**src/rtl/gpio_ovr_pkg.sv**
```systemverilog
package gpio_ovr_pkg;

  typedef enum logic [1:0] {
    REG_PIN = 2'd0,
    REG_DIR = 2'd1,
    REG_LAT = 2'd2,
    REG_RSV = 2'd3
  } reg_sel_e;

  typedef struct packed {
    logic dd_oe;
    logic dd_ov;
    logic pv_oe;
    logic pv_ov;
    logic pu_oe;
    logic pu_ov;
  } pin_ovr_t;

endpackage

```
**src/rtl/gpio_in_sync.sv**
```systemverilog
module gpio_in_sync #(
  parameter int WIDTH  = 8,
  parameter int STAGES = 2
) (
  input  logic             clk,
  input  logic             rst,
  input  logic [WIDTH-1:0] d,
  output logic [WIDTH-1:0] q
);
  logic [WIDTH-1:0] chain [STAGES];

  for (genvar s = 0; s < STAGES; s++) begin : g_stage
    always_ff @(posedge clk) begin
      if (rst) chain[s] <= '0;
      else if (s == 0) chain[s] <= d;
      else chain[s] <= chain[(s == 0) ? 0 : s-1];
    end
  end

  assign q = chain[STAGES-1];
endmodule

```
**src/rtl/gpio_port_regs.sv**
```systemverilog
module gpio_port_regs
  import gpio_ovr_pkg::*;
#(
  parameter int WIDTH = 8
) (
  input  logic             clk,
  input  logic             rst,
  input  logic             wr_en,
  input  logic             rd_en,
  input  logic [1:0]       addr,
  input  logic [WIDTH-1:0] wdata,
  input  logic [WIDTH-1:0] pin_sync,
  output logic [WIDTH-1:0] dir_q,
  output logic [WIDTH-1:0] lat_q,
  output logic [WIDTH-1:0] rdata
);
  reg_sel_e sel;
  logic [WIDTH-1:0] rd_mux;

  assign sel = reg_sel_e'(addr);

  always_ff @(posedge clk) begin
    if (rst) begin
      dir_q <= '0;
      lat_q <= '0;
    end else if (wr_en) begin
      if (sel == REG_DIR) dir_q <= wdata;
      if (sel == REG_LAT) lat_q <= wdata;
    end
  end

  always_comb begin
    case (sel)
      REG_PIN: rd_mux = pin_sync;
      REG_DIR: rd_mux = dir_q;
      REG_LAT: rd_mux = lat_q;
      default: rd_mux = '0;
    endcase
  end

  always_ff @(posedge clk) begin
    if (rst) rdata <= '0;
    else if (rd_en) rdata <= rd_mux;
  end
endmodule

```
**src/rtl/gpio_ovr_src.sv**
```systemverilog
module gpio_ovr_src
  import gpio_ovr_pkg::*;
#(
  parameter int WIDTH   = 8,
  parameter int XTAL_LO = 6,
  parameter int SPI_LO  = 3,
  parameter int SPI_N   = 3
) (
  input  logic                 clk_sel_rc,
  input  logic                 clk_sel_ext,
  input  logic                 async_tmr_sel,
  input  logic                 spi_en,
  input  logic [SPI_N-1:0]     spi_oe,
  input  logic [SPI_N-1:0]     spi_do,
  output pin_ovr_t [WIDTH-1:0] ovr
);
  localparam int XTAL_HI = XTAL_LO + 1;
  localparam int SPI_HI  = SPI_LO + SPI_N - 1;

  logic xtal_take;
  assign xtal_take = (!clk_sel_rc && !clk_sel_ext) || async_tmr_sel;

  for (genvar i = 0; i < WIDTH; i++) begin : g_src
    if (i >= XTAL_LO && i <= XTAL_HI) begin : g_xtal
      // crystal pins: driver and pull-up forced off
      assign ovr[i] = {xtal_take, 1'b0, xtal_take, 1'b0, xtal_take, 1'b0};
    end else if (i >= SPI_LO && i <= SPI_HI) begin : g_spi
      assign ovr[i] = {spi_en, spi_oe[i-SPI_LO], spi_en, spi_do[i-SPI_LO], 1'b0, 1'b0};
    end else begin : g_free
      assign ovr[i] = '0;
    end
  end
endmodule

```
**src/rtl/gpio_pin_mux.sv**
```systemverilog
module gpio_pin_mux
  import gpio_ovr_pkg::*;
#(
  parameter int WIDTH = 8
) (
  input  logic                 clk,
  input  logic                 rst,
  input  logic                 pu_disable,
  input  logic [WIDTH-1:0]     dir_q,
  input  logic [WIDTH-1:0]     lat_q,
  input  pin_ovr_t [WIDTH-1:0] ovr,
  output logic [WIDTH-1:0]     pad_oe,
  output logic [WIDTH-1:0]     pad_out,
  output logic [WIDTH-1:0]     pad_pu
);
  for (genvar i = 0; i < WIDTH; i++) begin : g_pin
    logic dir_e, out_e, pu_e;
    logic oe_q, out_q, pu_q;

    always_comb begin
      dir_e = ovr[i].dd_oe ? ovr[i].dd_ov : dir_q[i];
      out_e = ovr[i].pv_oe ? ovr[i].pv_ov : lat_q[i];
      if (pu_disable)      pu_e = 1'b0;
      else if (ovr[i].pu_oe) pu_e = ovr[i].pu_ov;
      else                 pu_e = !dir_e && lat_q[i];
    end

    always_ff @(posedge clk) begin
      if (rst) begin
        oe_q  <= 1'b0;
        out_q <= 1'b0;
        pu_q  <= 1'b0;
      end else begin
        oe_q  <= dir_e;
        out_q <= dir_e & out_e;
        pu_q  <= pu_e;
      end
    end

    assign pad_oe[i]  = oe_q;
    assign pad_out[i] = out_q;
    assign pad_pu[i]  = pu_q;
  end
endmodule

```
**src/rtl/gpio_ovr_port.sv**
```systemverilog
module gpio_ovr_port
  import gpio_ovr_pkg::*;
#(
  parameter int WIDTH       = 8,
  parameter int XTAL_LO     = 6,
  parameter int SPI_LO      = 3,
  parameter int SPI_N       = 3,
  parameter int SYNC_STAGES = 2
) (
  input  logic             clk,
  input  logic             rst,
  input  logic             wr_en,
  input  logic             rd_en,
  input  logic [1:0]       addr,
  input  logic [WIDTH-1:0] wdata,
  output logic [WIDTH-1:0] rdata,
  input  logic             clk_sel_rc,
  input  logic             clk_sel_ext,
  input  logic             async_tmr_sel,
  input  logic             spi_en,
  input  logic [SPI_N-1:0] spi_oe,
  input  logic [SPI_N-1:0] spi_do,
  input  logic             pu_disable,
  input  logic [WIDTH-1:0] pad_in,
  output logic [WIDTH-1:0] pad_oe,
  output logic [WIDTH-1:0] pad_out,
  output logic [WIDTH-1:0] pad_pu
);
  logic [WIDTH-1:0] pin_sync;
  logic [WIDTH-1:0] dir_q;
  logic [WIDTH-1:0] lat_q;
  pin_ovr_t [WIDTH-1:0] ovr;

  gpio_in_sync #(.WIDTH(WIDTH), .STAGES(SYNC_STAGES)) u_sync (
    .clk(clk), .rst(rst), .d(pad_in), .q(pin_sync)
  );

  gpio_port_regs #(.WIDTH(WIDTH)) u_regs (
    .clk(clk), .rst(rst), .wr_en(wr_en), .rd_en(rd_en), .addr(addr),
    .wdata(wdata), .pin_sync(pin_sync), .dir_q(dir_q), .lat_q(lat_q),
    .rdata(rdata)
  );

  gpio_ovr_src #(.WIDTH(WIDTH), .XTAL_LO(XTAL_LO), .SPI_LO(SPI_LO), .SPI_N(SPI_N)) u_src (
    .clk_sel_rc(clk_sel_rc), .clk_sel_ext(clk_sel_ext),
    .async_tmr_sel(async_tmr_sel), .spi_en(spi_en),
    .spi_oe(spi_oe), .spi_do(spi_do), .ovr(ovr)
  );

  gpio_pin_mux #(.WIDTH(WIDTH)) u_mux (
    .clk(clk), .rst(rst), .pu_disable(pu_disable), .dir_q(dir_q),
    .lat_q(lat_q), .ovr(ovr), .pad_oe(pad_oe), .pad_out(pad_out),
    .pad_pu(pad_pu)
  );
endmodule

```
**config.mk**
```make
export PLATFORM = sky130hd
export DESIGN_NAME = gpio_ovr_port
export DESIGN_NICKNAME = d
export VERILOG_FILES = /design/src/rtl/gpio_ovr_pkg.sv /design/src/rtl/gpio_in_sync.sv /design/src/rtl/gpio_port_regs.sv /design/src/rtl/gpio_ovr_src.sv /design/src/rtl/gpio_pin_mux.sv /design/src/rtl/gpio_ovr_port.sv
export SDC_FILE = /design/constraint.sdc
export NUM_CORES = 1
export LEC_CHECK = 0
export ABC_CLOCK_PERIOD_IN_PS = 2500
export BUFFER_PORTS_ARGS = -buffer_cell sky130_fd_sc_hd__clkbuf_2
export CAP_MARGIN = 15
export CORE_ASPECT_RATIO = 2
export CORE_MARGIN = 2
export CORE_UTILIZATION = 45
export CTS_BUF_LIST = sky130_fd_sc_hd__clkbuf_4
export CTS_CLUSTER_DIAMETER = 30
export DETAILED_ROUTE_END_ITERATION = 8
export PLACE_DENSITY = 0.76
export SYNTH_ARGS = -nofsm -noshare
export SYNTH_HDL_FRONTEND = slang
export SYNTH_SLANG_ARGS = --single-unit
export TNS_END_PERCENT = 30
```
**constraint.sdc**
```tcl
create_clock -name clk -period 2.5 [get_ports clk]
set_input_delay 0.25 -clock clk [delete_from_list [all_inputs] [get_ports clk]]
set_output_delay 0.25 -clock clk [all_outputs]
set_load 0.005 [all_outputs]
```
==> metrics.md <==
| Metric | Value |
|---|---|
| Worst path top cell family by delay | `flip-flops` |
| Hold Crit Depth | `2` |
| Worst hold path type | `in -> reg` |
| Setup TNS | `0 ps` |
| Worst path cell trace | `clkbuf_2` |
| Crit Path Category | `reg -> out` |
| Slowest CP cell | `dfxtp_1` |
| Worst-path clk slew | `around 90 ps` |
| Core ar. | `approximately 0.0051 mm²` |
| Antenna cells | `0` |
| Residual DRC | `0` |
| Filler instances | `roughly 520` |
| Root Driver | `clkbuf_4` |
| Post-CTS repair timing setup buffer count | `0` |
| Hold buffer count at CTS | `0` |
| Total track usage | `0.167` |
| Post-Route WL | `4.49 mm` |
| CTS max path bufs | `2` |
| R2R depth | `3` |
| Pin count of the biggest net entering global routing | `34` |
| Pre-CTS setup slack | `937 ps` |
| Ports | `65` |
| Number of CTS-inserted buffers | `9` |
| Row Count | `37` |
| Highest clock rate | `0.874 GHz` |
| Placed instance area | `0.00253 mm²` |
| DR vias | `1659` |
| Final cycle utilization of the critical path | `0.458` |
| Sequential-to-total area share from yosys stat | `0.536` |
| H-tree depth | `3` |
| Pleak | `0.00121 µW` |
| Final nets | `307` |
| Worst reg2reg endpoint | `u_regs.rdata[1]` |
| CP startpoint kind | `flip-flop` |
| RePlAce Congestion | `0.818` |
| First-pass GRT wire length | `7.25 mm` |
| Hold Crit Endpoint | `u_sync.chain[0][3]` |
| Final instance area | `0.00266 mm²` |
| Final WS setup | `1360 ps` |
| Post-Syn Area | `0.00239 mm²` |
| Count of final setup violators | `0` |
| CP Max Fanout | `2` |
| Relative slew slack | `0.615` |
| Layout cells sized above 1 | `0.297` |
| Vias in the first global route | `1601` |
| PostCTS Resize Cnt | `0` |
| Clk_lat worst skew | `410 ps` |
| Initial antenna violation count | `0` |
| Crit. Startpoint | `u_regs.rdata[7]` |
| Reg-to-reg slack, setup | `1430 ps` |
| Antenna viol nets, final | `0` |
| Syn avg cell area | `10.1 µm²` |
| CP max stage delay | `between 300 and 400 ps` |
| DR iter-0 viols | `28` |
| Post-DP HPWL | `3.37 mm` |
| Drt pass-1 iters | `4` |
| Starting Density | `0.465` |
| Port Buffers | `64` |
| Syn nets | `269` |
| Final hold viol count | `0` |
| Slew @ Worst Pin | `576 ps` |
| Die Footprint | `between 0.005 and 0.006 mm²` |
| Synthesis warning total | `0` |
| Combined buffer and inverter count along the critical path | `1` |
| Worst Setup End Kind | `output port` |
| Status | `finished clean` |
| Via density | `4.92` |
| Die W | `roughly 56 µm` |
| Pwr/cell area | `699 mW/mm²` |
| Synth Instances | `between 200 and 250` |
| WP data arrival | `890 ps` |
| Slew Limit Fails | `0` |
| CTS tree | `yes` |
| Worst EP required | `2250 ps` |
| Clk_skew | `between 10 and 15 ps` |
| R2r startpoint | `u_regs.dir_q[1]` |
| Flops & latches, synth | `64` |
| Peak supply drop | `0.503 mV` |
| Area grow syn2layout | `11.5%` |
| RSZ-0062 raised after global routing | `false` |
| Maxcap violations | `0` |
| WL/cell | `around 13 µm` |
| # clock sinks | `64` |
| HP Start | `pad_in[3]` |
| Grt ovf | `0` |
| Post-route minimum period | `~1100 ps` |
| Register area | `0.00128 mm²` |
| Multi-input logic area | `845 µm²` |
| Die height | `about 110 µm` |
| Unique masters post-synth | `22` |
final cells by class:
cell class                 instances  area share
timing repair buffer              66       0.126
sequential                        64       0.481
tap                               58      0.0272
clock inverter                     5      0.0178
multi-input combinational        133       0.317
clock buffer                      11      0.0310
Yosys cell counts:
cell type	count	area [µm²]
a21oi_1	8	40.0
a311oi_1	8	70.1
and2_1	5	31.3
and3_1	5	31.3
buf_2	5	25.0
buf_4	25	188
buf_6	2	22.5
clkbuf_1	5	18.8
clkbuf_2	2	10.0
dfxtp_1	64	1280
mux2i_1	22	220
nand2_1	16	60.1
nand3_1	8	40.0
nand3b_1	2	15.0
nor2_1	21	78.8
nor2b_1	20	125
nor3_1	4	20.0
nor3b_2	2	25.0
nor4b_1	3	26.3
or2_0	4	25.0
or2_1	4	25.0
or4_4	1	11.3
cell usage in the layout (no fill, tap or decap), types with 5 or more instances in the layout:
cell,instances
nor2b_1,20
nor2_1,21
nand3_1,8
mux2i_1,22
dfxtp_1,64
clkbuf_2,64
clkbuf_4,11
nand2_1,16
a21oi_1,8
a311oi_1,8
and2_1,5
and3_1,5
logic make-up (layout without fill, tap and decap cells):
logic type             after synthesis  in the layout  share of synthesized area
and+or+nand+nor                     95             95                      0.215
muxes                               22             22                     0.0921
DFF                                 64             64                      0.536
buffers and inverters               39             82                      0.110
AOI/OAI and AO/OA                   16             16                     0.0461
layer usage:
layer  vias up  track usage  routed length (µm)
li1        839            -                   -
met1       760        0.154                1570
met2        46        0.293                2490
met3        14       0.0543                 233
met4         0        0.132                 188
met5         -            0                   0
per-stage QoR:
step	instances	total power (µW)	util	hold slack (ps)
detailed placement	321	1230	0.493	431
global placement	321	1220	0.493	416
floorplan	236	1180	-	329
global route	337	1950	0.518	31.3
CTS	337	1890	0.518	11.4
finish	337	1860	0.518	41.8
registers in the layout, indices dropped and copies added (netlist names):
name / flops
u_sync.chain: 16
u_mux.g_pin.oe_q: 8
u_mux.g_pin.out_q: 8
u_mux.g_pin.pu_q: 8
u_regs.dir_q: 8
u_regs.lat_q: 8
u_regs.rdata: 8
how the worst max path moves through the flow:
stage / cells after the start / endpoint
floorplan: 3 / u_mux.g_pin[6].pu_q
global placement: 5 / u_regs.rdata[7]
detailed placement: 5 / u_regs.rdata[6]
CTS: 1 / rdata[4]
global route: 5 / u_regs.rdata[4]
finish: 1 / rdata[7]
power breakdown:
part | internal [µW] | leakage, µW | switching (µW)
Sequential | 1050 | 0.000523 | 17.2
Clock | 318 | 0.0000757 | 341
Combinational | 63.0 | 0.000615 | 71.5
Total | 1430 | 0.00121 | 430
No activity file was read; power rests on OpenSTA's default activity.
